[config.mk]
export PLATFORM = sky130hd
export DESIGN_NAME = prd_rate_divider
export DESIGN_NICKNAME = d
export VERILOG_FILES = /design/src/rtl/prd_pkg.sv /design/src/rtl/prd_rate_decode.sv /design/src/rtl/prd_free_counter.sv /design/src/rtl/prd_boundary_track.sv /design/src/rtl/prd_rate_divider.sv
export SDC_FILE = /design/constraint.sdc
export NUM_CORES = 1
export LEC_CHECK = 0
export ABC_AREA = 0
export CAP_MARGIN = 20
export CELL_PAD_IN_SITES_DETAIL_PLACEMENT = 1
export CELL_PAD_IN_SITES_GLOBAL_PLACEMENT = 1
export CORE_MARGIN = 2
export CORE_UTILIZATION = 47
export DETAILED_ROUTE_END_ITERATION = 8
export PLACE_DENSITY = 0.81
export SLEW_MARGIN = 20
export SYNTH_ARGS = -nofsm -noshare
export SYNTH_HDL_FRONTEND = slang
export SYNTH_SLANG_ARGS = --single-unit
[constraint.sdc]
create_clock -name clk -period 7.6 [get_ports clk]
set_input_delay 2.28 -clock clk [delete_from_list [all_inputs] [get_ports clk]]
set_output_delay 2.28 -clock clk [all_outputs]
set_load 0.02 [all_outputs]
[src/rtl/prd_pkg.sv]
// Shared helpers for the periodic rate divider.
// Assumes a 4-bit rate code; the shift it returns never exceeds 14.
package prd_pkg;
    localparam int RATE_W = 4;
    localparam int SHIFT_W = 4;

    // Map a nonzero rate code to log2 of its period in strobes.
    function automatic logic [SHIFT_W-1:0] rate_shift(input logic [RATE_W-1:0] code);
        logic [RATE_W-1:0] eff;
        eff = (code <= 4'd2) ? code + 4'd7 : code;
        return eff - 4'd1;
    endfunction
endpackage

[src/rtl/prd_rate_decode.sv]
// Rate code decoder: turns the rate code into an active flag, a period
// and an alignment mask. Purely combinational.
// Assumes CNT_W is wide enough to hold the longest period (2^14).
module prd_rate_decode
    import prd_pkg::*;
#(
    parameter int CNT_W = 16
) (
    input  logic [RATE_W-1:0] code,
    output logic              active,
    output logic [CNT_W-1:0]  period,
    output logic [CNT_W-1:0]  mask
);
    localparam logic [CNT_W-1:0] ONE = {{(CNT_W-1){1'b0}}, 1'b1};

    // Decode the code into period and boundary mask.
    always_comb begin
        active = (code != '0);
        period = ONE << rate_shift(code);
        mask   = ~(period - ONE);
    end
endmodule

[src/rtl/prd_free_counter.sv]
// Free-running strobe counter. Counts every strobe from reset and wraps
// at 2^CNT_W. Exposes the value it takes at the coming edge.
module prd_free_counter #(
    parameter int CNT_W = 16
) (
    input  logic             clk,
    input  logic             rst_n,
    input  logic             step,
    output logic [CNT_W-1:0] cnt,
    output logic [CNT_W-1:0] cnt_next
);
    // Value after the coming edge.
    always_comb cnt_next = cnt + {{(CNT_W-1){1'b0}}, step};

    // Hold the running count.
    always_ff @(posedge clk) begin
        if (!rst_n) cnt <= '0;
        else        cnt <= cnt_next;
    end


    cnt_step_chk: assert property (@(posedge clk) disable iff (!rst_n)
        step |=> (cnt == $past(cnt) + {{(CNT_W-1){1'b0}}, 1'b1}));
endmodule

[src/rtl/prd_boundary_track.sv]
// Tick boundary tracker. Holds the count at which the next tick falls.
// On a recompute request it loads the first period multiple strictly
// above the updated count; on a tick it advances by one period.
// Assumes the period is a power of two dividing 2^CNT_W.
module prd_boundary_track #(
    parameter int CNT_W = 16
) (
    input  logic             clk,
    input  logic             rst_n,
    input  logic             step,
    input  logic             run,
    input  logic             recalc,
    input  logic [CNT_W-1:0] cnt,
    input  logic [CNT_W-1:0] cnt_next,
    input  logic [CNT_W-1:0] period,
    input  logic [CNT_W-1:0] mask,
    output logic             hit
);
    logic [CNT_W-1:0] target;

    // A tick happens when a strobe brings the count onto the target.
    always_comb hit = run && step && !recalc && (cnt_next == target);

    // Load or advance the next tick point.
    always_ff @(posedge clk) begin
        if (!rst_n)      target <= '0;
        else if (recalc) target <= (cnt_next & mask) + period;
        else if (hit)    target <= target + period;
    end


    realign_ahead_chk: assert property (@(posedge clk) disable iff (!rst_n)
        recalc |=> (target != cnt) && ((target - cnt) <= $past(period)));


    hit_aligned_chk: assert property (@(posedge clk) disable iff (!rst_n)
        hit |-> ((cnt_next & ~mask) == '0));
endmodule

[src/rtl/prd_rate_divider.sv]
// Periodic interrupt rate divider. Produces the periodic flag pulse and
// the square-wave pulse of a real-time clock from a 32.768 kHz strobe.
// Assumes tick_32k is a one-cycle strobe in the clk domain and that
// cfg_wr accompanies every change of rate_sel, pie_en or sqw_en.
module prd_rate_divider
    import prd_pkg::*;
#(
    parameter int CNT_W   = 16,
    parameter bit HAS_SQW = 1'b1
) (
    input  logic              clk,
    input  logic              rst_n,
    input  logic              tick_32k,
    input  logic [RATE_W-1:0] rate_sel,
    input  logic              pie_en,
    input  logic              sqw_en,
    input  logic              cfg_wr,
    output logic              pf_set,
    output logic              sqw_pulse
);
    logic             active;
    logic [CNT_W-1:0] period;
    logic [CNT_W-1:0] mask;
    logic [CNT_W-1:0] cnt;
    logic [CNT_W-1:0] cnt_next;
    logic             sqw_ok;
    logic             run;
    logic             recalc_q;
    logic             hit;

    generate
        if (HAS_SQW) begin : g_sqw
            // Square-wave output built in: its enable counts.
            always_comb sqw_ok = sqw_en;
        end else begin : g_nosqw
            // No square-wave output: its enable is ignored.
            always_comb sqw_ok = 1'b0;
        end
    endgenerate

    // Divider runs with a nonzero code and an enabled consumer.
    always_comb run = active && (pie_en || sqw_ok);

    prd_rate_decode #(.CNT_W(CNT_W)) decode_i (
        .code   (rate_sel),
        .active (active),
        .period (period),
        .mask   (mask)
    );

    prd_free_counter #(.CNT_W(CNT_W)) counter_i (
        .clk      (clk),
        .rst_n    (rst_n),
        .step     (tick_32k),
        .cnt      (cnt),
        .cnt_next (cnt_next)
    );

    prd_boundary_track #(.CNT_W(CNT_W)) track_i (
        .clk      (clk),
        .rst_n    (rst_n),
        .step     (tick_32k),
        .run      (run),
        .recalc   (recalc_q),
        .cnt      (cnt),
        .cnt_next (cnt_next),
        .period   (period),
        .mask     (mask),
        .hit      (hit)
    );

    // Delay a configuration write by one cycle; recompute once after reset.
    always_ff @(posedge clk) begin
        if (!rst_n) recalc_q <= 1'b1;
        else        recalc_q <= cfg_wr;
    end

    // Register the tick pulses.
    always_ff @(posedge clk) begin
        if (!rst_n) begin
            pf_set    <= 1'b0;
            sqw_pulse <= 1'b0;
        end else begin
            pf_set    <= hit;
            sqw_pulse <= hit && sqw_ok;
        end
    end


    pf_single_chk: assert property (@(posedge clk) disable iff (!rst_n)
        pf_set |=> !pf_set);


    sqw_with_pf_chk: assert property (@(posedge clk) disable iff (!rst_n)
        sqw_pulse |-> pf_set);


    pf_needs_code_chk: assert property (@(posedge clk) disable iff (!rst_n)
        pf_set |-> ($past(rate_sel) != '0));


    pf_needs_enable_chk: assert property (@(posedge clk) disable iff (!rst_n)
        pf_set |-> ($past(pie_en) || $past(sqw_ok)));
endmodule

Yosys cells after proc, flatten, opt, wreduce, memory -nomap -nowiden
Cells that the tools add are included.
Widths: inputs -> output; s select.
- multiplexer cells: 3
- add/sub/neg operators: 6
- order comparisons: 1
- reduce and logical (&&, ||, !) cells: 9
- equal/unequal tests: 1
- bitwise operators: 2
- shifts and indexed selects: 1
- operators by type and width (cell ; count):
    $add 16x16->16 ; 2
    $mux 16 ; 2
    $add 16x1->16 ; 1
    $and 16x16->16 ; 1
    $eq 16x16->1 ; 1
    $not 16->16 ; 1
    $shl 1x4->16 const A ; 1
    $sub 16x1->16 const B ; 1
    $logic_and 1x1->1 ; 5
    $add 4x3->4 const B ; 1
    $le 4x2->1 const B ; 1
    $mux 4 ; 1
    $reduce_bool 4->1 ; 1
    $sub 4x1->4 const B ; 1
    $reduce_bool 2->1 ; 1
    $logic_not 1->1 ; 1
    $logic_or 1x1->1 ; 1
- input bits: 10
- logic and storage cells: 28
- flip-flop bits (word level): 35
- output and inout port bits: 2

Logic depth before layout (Yosys ltp)
Gate-level depths: netlist (run 1).
- word-level depth: 9
- gate-level depth with buffers: 22
- gate-level depth less buffers: 22

Hierarchy
A second synthesis (run 1) with hierarchy kept.
- cells, all modules: 398
- area, all modules: 3233.1 sq um
- by module, submodules not included (module ; times used ; area an instance (sq um) ; cells an instance ; sequential area each (sq um)):
    prd_boundary_track ; 1 ; 1656.6 ; 208 ; 320.3
    prd_free_counter ; 1 ; 934.6 ; 97 ; 320.3
    prd_rate_decode ; 1 ; 554.3 ; 86 ; 0.0
    prd_rate_divider ; 1 ; 87.6 ; 7 ; 60.1

Worst setup path before layout (run 1)
OpenSTA, ideal clock, no wires.
- path type: input port to flip-flop
- from: input rate_sel[0]
- to: register track_i.target[15]
- library setup time: 0.091 ns
- buffers on the path: 1
- arrival time: 6.154 ns
- slack: 1.355 ns
- cell stages on the path: 20
- data required time: 7.509 ns
- path through: inv_1 -> ha_1 -> nand2b_1 -> nand2_1 -> xnor2_1 -> nand2b_1 -> nor2_1 -> nand2_1 -> ha_1 -> clkbuf_1 -> nand3_1 -> o2111ai_1 -> o21ai_0 -> ha_1 -> nand2_1 -> o41ai_1 -> a41oi_1 -> a211o_1 -> or4_1 -> a311oi_1
- longest elaborated chain between the ends: 9
- elaborated cells between the ends (all ways): 18
- classes of those cells: add/sub (5); order compare (1); shift (1); mux (3); bitwise (2); reduce/logical (6)
- ends and longest elaborated chain (what ; line ; RTL):
    start: declaration ; prd_rate_divider.sv:14 ; input logic [RATE_W-1:0] rate_sel,
    $add 4x3->4 / $le 4x2->1 (equally long branches) ; prd_pkg.sv:10 ; eff = (code <= 4'd2) ? code + 4'd7 : code;
    $mux 4 ; prd_pkg.sv:10 ;
    $sub 4x1->4 ; prd_pkg.sv:11 ; return eff - 4'd1;
    $shl 1x4->16 ; prd_rate_decode.sv:19 ; period = ONE << rate_shift(code);
    $sub 16x1->16 ; prd_rate_decode.sv:20 ; mask = ~(period - ONE);
    $not 16->16 ; prd_rate_decode.sv:20 ;
    $and 16x16->16 ; prd_boundary_track.sv:27 ; else if (recalc) target <= (cnt_next & mask) + period;
    $add 16x16->16 ; prd_boundary_track.sv:27 ;
    $mux 16 ; prd_boundary_track.sv:27 ;
    end signal: assignment ; prd_boundary_track.sv:27 ;
    end signal: assignment ; prd_boundary_track.sv:28 ; else if (hit) target <= target + period;
    end: declaration ; prd_boundary_track.sv:19 ; logic [CNT_W-1:0] target;
Several ways; a longest one is shown, not always the timed one. The select of a mux whose other input is x is not followed.
A chain may end at the register's enable or synchronous reset.

Worst setup path after layout (run 1)
- from: input rate_sel[1]
- to: register track_i.target[15]
The elaborated chain is that of the path after synthesis.

==> key figures, run 1 <==
Routing
  – Drt wl/cell: 19.6 um
  – # DRC: 0
  – Vias: 3346
  – Routed Antenna Nets: 0
  – Initial DRC Count: 99
  – Number of vias per cell: 6.16
  – Final WL: 10700 um
  – Drt pass-1 iters: 4

Timing
  – Slew headroom: 30.9%
  – Period minus WS final: 7160 ps
  – FMAX: 0.140 GHz
  – Slew Viols, Final: 0
  – Fin Clk Skew: 6.50 ps
  – TNS Setup: 0 ps
  – Crit share post-route: 94.2%
  – Final Hold Fails: 0
  – PnR worst setup slack: 443 ps
  – RSZ-0062 raised after global routing: false
  – Endpoints failing setup: 0
  – Worst Max-Slew Pin Slew: 1040 ps

Finish
  – Register area: 701 um2
  – Area delta synth->final: 6.47%
  – Multi-input gate area: 0.00258 mm2
  – N_diodes: 0
  – Commonest cells after routing, fill and taps aside: nor2_1 (61), nand2_1 (37), dfxtp_1 (35)
  – Post-layout net count: 474
  – Leading cell type in the layout, fill and taps excluded: nor2_1
  – Final non-filler cell total: 543
  – Layout cells sized above 1: 6.31%
  – FILL cells: 894

Logic synthesis
  – Synth top area cells: dfxtp_1 (20%), ha_1 (6.9%), nor2_1 (6.6%)
  – Asr flop ratio synth: 0%
  – Synth warnings: 0
  – Sequential cell area fraction in the yosys report: 20.3%
  – Synth cell types: 66
  – Post-synthesis register bit count: 35
  – Ys flop type: dfxtp_1
  – Yosys top cell area share: 20.3%
  – Mean Syn Cell Area: 7.71 um2
  – Largest area contributor in the netlist: dfxtp_1
  – Mapped cell area: 0.00344 mm2
  – Post-synth EDFFs: 0
  – Post-synthesis cell count: 447
  – Syn Nets: 477

Floorplanning
  – Die height: 89.6 um
  – Initial core utilization: 48.0%
  – Ports: 12
  – Core area: 0.00718 mm2
  – Die width: 89.6 um
  – # rows: 31
  – Die area: 0.00803 mm2

Worst setup path
  – FF-to-FF setup slack: 3250 ps
  – Worst Path Required: 7790 ps
  – Setup CP Type: in -> reg
  – Worst setup EP type: flop
  – CP Launch Type: input pin
  – Worst EP arrival: 7350 ps
  – CP max FO: 12
  – Reg2reg path depth: 17
  – R2R Path End: track_i.target[15]
  – R2R Path Start: counter_i.cnt[0]

Pwr
  – Combinational share of power: 21.5%
  – Internal: 297 uW
  – Total power: 435 uW
  – Switch Pwr: 138 uW
  – Seq pwr share: 45.4%
  – Clk pwr share: 33.2%
  – Sw Share: 31.8%
  – LEAKAGE: 1.47 nW
  – Power density over the cells: 119 mW/mm2
  – Peak VDD IR: 0.0704 mV

CTS
  – Root buffer cell: clkbuf_8
  – CTS tree: done
  – CTS Buf Count: 5
  – Hold Buf Count CTS: 0
  – CTS Buffer Depth: 2
  – Post-CTS Resized: 0
  – Clk slew on worst S/H paths: 70 ps
  – Sink Count: 35
  – H-tree Lvls: 2
  – Clk_lat worst skew: 290 ps
  – Post-CTS setup buffer count: 0

Placed design
  – Dpl hpwl: 8350 um
  – Placed Cells: 536
  – Placer Congestion: 0.905
  – I/O Buffers: 11
  – Setup Slack @ Placement: 205 ps

Run
  – MaxCap Viol Count: 0

Global routing
  – Vias in the first global route: 3404
  – First-pass GRT wire length: 17100 um
  – Largest net degree at the start of global routing: 26
  – Initial antenna violation count: 0
  – GRT Residual Overflow: 0
  – Overall Global Routing Usage: 28.1%

Hold path
  – Hold Path Class: reg -> reg
  – Hold EP: track_i.target[2]
  – Cells on Worst Hold Path: 2
  – Hold Crit Start: track_i.target[2]

Outcome
  – Outcome: complete, no violations
==> worst max-delay path, stage by stage <==
cell and delay [ps]:
clkdlybuf4s50_1 590, ha_1 240, nand2b_1 180, nand2_1 100, xnor2_1 350, nand2b_1 290, nor2_1 100, nand2_1 120
ha_1 410, nand3_1 120, o2111ai_1 210, o21ai_0 120, ha_1 400, nand2_1 100, o41ai_1 480, a41oi_1 210
a211o_1 380, or4_1 400, a311oi_1 270
==> cells in the mapped netlist, drive strengths merged (4+ instances only) <==
cell / count
a211oi: 6
a21o: 7
a21oi: 19
a31oi: 5
and2: 8
buf: 14
clkbuf: 8
dfxtp: 35
ha: 19
inv: 16
mux2: 4
mux2i: 15
nand2: 38
nand2b: 15
nand3: 15
nand4: 12
nor2: 62
nor2b: 7
nor3: 13
nor3b: 5
nor4: 6
o2111ai: 4
o21ai: 20
xnor2: 24
xor2: 13
==> sequential cells by signal (all words and copies together) (netlist names) <==
| signal | cells |
|---|---|
| counter_i.cnt | 16 |
| track_i.target | 16 |
| pf_set | 1 |
| recalc_q | 1 |
| sqw_pulse | 1 |
==> cell type report <==
class                   instances  area share, %
clock buffers                   6           2.25
clock inverters                 1          0.136
inverters                      16           1.64
multi-input cells             374           70.3
flip-flops and latches         35           19.1
well taps                      99           3.38
repair buffers                 12           3.21
==> metal layers <==
layer / vias up / routed length [um] / GRT usage, %
met3: 21 / 580 / 4.11
met1: 1644 / 4670 / 36.4
li1: 1605 / - / -
met2: 76 / 5180 / 48.1
met5: - / 0 / 0
met4: 0 / 223 / 8.96
==> worst max-delay path by stage <==
stage                start            endpoint  slack [ps]
3_5_place_dp   rate_sel[1]  track_i.target[15]         200
4_1_cts        rate_sel[1]  track_i.target[15]         480
2_1_floorplan  rate_sel[0]  track_i.target[15]        1350
3_3_place_gp   rate_sel[1]  track_i.target[15]         600
6_report       rate_sel[1]  track_i.target[15]         440
5_1_grt        rate_sel[1]  track_i.target[15]           7
==> power groups by stage <==
stage	Combinational [mW]	Clock (mW)	Sequential (mW)
final	0.0934	0.144	0.197
after floorplan	0.0692	0	0.197
after CTS	0.0927	0.146	0.197
after global placement	0.0896	0	0.201
after global routing	0.103	0.155	0.198
after detailed placement	0.0921	0	0.201
==> kinds of logic after synthesis <==
family | share of synthesized area (%)
xor+xnor | 10.3
simple gates | 30.7
buf+inv | 4.83
flops | 20.3
fa+ha+maj | 7.48
compound gates | 20.7
mux | 5.67
==> per-stage QoR <==
step                      cell area [um2]  utilization (%)  hold WS (ps)
after floorplan                      3440                -           446
after global placement               3580             49.9           503
after detailed placement             3580             49.9           517
after CTS                            3670             51.1           528
after global routing                 3670             51.1           557
final                                3670             51.1           527
No activity file was read; power rests on OpenSTA's default activity.
==> inputs of run 2 (changes only) <==
Settings changed: MAX_ROUTING_LAYER from default to met4.
==> run 2 against run 1 <==
Against the previous run: register-to-register slack hardly changed; clock skew up 0.85 ps; flip-flop and latch count stayed put; sequential share of layout area is essentially flat; wire length fell by 0.15%; first-iteration DRC count is 94% higher; core utilization fell by 0.087 points; highest routed layer unchanged.
==> key figures, run 2 (synthesis results as in run 1) <==
CTS
  – Clk_lat worst skew: 290 ps
  – Post-CTS Resized: 0
  – Root buffer cell: clkbuf_8
  – Clk slew on worst S/H paths: 70 ps
  – Hold Buf Count CTS: 0
  – CTS tree: done
  – H-tree Lvls: 2
  – Post-CTS setup buffer count: 0
  – CTS Buffer Depth: 2
  – Sink Count: 35
  – CTS Buf Count: 5

Timing
  – Fin Clk Skew: 7.35 ps
  – Final Hold Fails: 0
  – Worst Max-Slew Pin Slew: 1070 ps
  – Crit share post-route: 94.5%
  – Slew headroom: 28.7%
  – Endpoints failing setup: 0
  – Period minus WS final: 7180 ps
  – PnR worst setup slack: 420 ps
  – FMAX: 0.139 GHz
  – RSZ-0062 raised after global routing: false
  – TNS Setup: 0 ps
  – Slew Viols, Final: 0

Floorplanning
  – Die width: 89.6 um
  – # rows: 31
  – Die area: 0.00803 mm2
  – Core area: 0.00718 mm2
  – Ports: 12
  – Die height: 89.6 um
  – Initial core utilization: 48.0%

Global routing
  – GRT Residual Overflow: 0
  – Initial antenna violation count: 0
  – Vias in the first global route: 3368
  – Overall Global Routing Usage: 29.0%
  – Largest net degree at the start of global routing: 26
  – First-pass GRT wire length: 17300 um

Finish
  – Commonest cells after routing, fill and taps aside: nor2_1 (61), nand2_1 (37), dfxtp_1 (35)
  – Layout cells sized above 1: 6.07%
  – FILL cells: 900
  – Area delta synth->final: 6.28%
  – Top flop regs: counter_i.cnt: 16 flops, track_i.target: 16 flops
  – Post-layout net count: 474
  – N_diodes: 0
  – Leading cell type in the layout, fill and taps excluded: nor2_1

Placed design
  – Setup Slack @ Placement: 203 ps
  – Dpl hpwl: 8320 um
  – Placer Congestion: 0.922
  – I/O Buffers: 11

Worst setup path
  – Worst EP arrival: 7370 ps
  – Worst Path Required: 7790 ps
  – Largest stage delay, worst path: 580 ps
  – Worst-path cell chain: clkdlybuf4s50_1 -> inv_1 -> ha_1 -> nor3_1 -> a21oi_1 -> nand2b_1 -> nor2_1 -> nand2_1 -> ha_1 -> a31oi_1 -> o21ai_0 -> o2111ai_1 -> o21ai_0 -> ha_1 -> nand2_1 -> o41ai_1 -> a41oi_1 -> a211o_1 -> or4_1 -> a311oi_1
  – Worst path most repeated cell: ha_1
  – Setup CP Type: in -> reg
  – CP max stage cell: clkdlybuf4s50_1
  – CP max FO: 12
  – CP Launch Type: input pin
  – Worst setup EP type: flop

Pwr
  – LEAKAGE: 1.47 nW
  – Power density over the cells: 116 mW/mm2
  – Peak VDD IR: 0.0542 mV

Routing
  – Routed Antenna Nets: 0
  – Initial DRC Count: 192
  – # DRC: 0
  – Drt pass-1 iters: 4
  – Final WL: 10600 um
  – Number of vias per cell: 6.17
  – Drt wl/cell: 19.6 um
  – Vias: 3356

Hold path
  – Hold Path Class: reg -> reg

Outcome
  – Outcome: complete, no violations

Run
  – MaxCap Viol Count: 0
[run 2: cell count changes in the layout (fill, tap and decap cells not counted), sizes merged]
cell    change
clkbuf      +1
[run 2: layout make-up]
| cell class | count | area (um2) | area share [%] |
|---|---|---|---|
| Multi-Input combinational cell | 374 | 2580 | 70.4 |
| Sequential cell | 35 | 701 | 19.1 |
| Tap cell | 99 | 124 | 3.38 |
| Timing Repair Buffer | 12 | 118 | 3.21 |
| Clock buffer | 7 | 76.3 | 2.08 |
| Inverter | 16 | 60.1 | 1.64 |
| Clock inverter | 1 | 5.00 | 0.137 |
[run 2: worst max-delay path, delay by kind of cell]
kind	cells	cell delay [ps]
AO/OA/AOI/OAI	9	2200
buffers and inverters	2	660
AND/OR/NAND/NOR	6	1150
adder cells (fa/ha/maj)	3	1070
[run 2: per-stage QoR]
step	hold slack [ps]	total power, mW	util (%)	std cells	instance area [um2]
floorplan	446	0.266	-	447	3440
global placement	503	0.290	49.9	536	3580
detailed placement	504	0.294	49.9	536	3580
CTS	524	0.430	51.0	544	3660
global route	560	0.450	51.0	544	3660
finish	516	0.426	51.0	544	3660
[run 2: power by group]
group | internal (mW) | switching [mW]
clock network | 0.0645 | 0.0713
logic | 0.0371 | 0.0561
registers | 0.188 | 0.00894
[run 2: final timing paths]
kind         cells after the start  slack [ps]               from            endpoint
min reg2reg                      2         520  track_i.target[2]   track_i.target[2]
max reg2reg                     17        3250   counter_i.cnt[0]  track_i.target[15]
max                             20         420        rate_sel[1]  track_i.target[15]
min                              2         520  track_i.target[2]   track_i.target[2]
[run 2: per-layer routing]
metal	wire [um]	GRT usage (%)	up-vias	share of wire, %
met5	0	-	-	0
met1	4910	37.9	1629	46
met2	4990	47.1	85	47
met3	473	3.11	26	4.4
li1	-	-	1616	-
met4	262	9.23	0	2.5
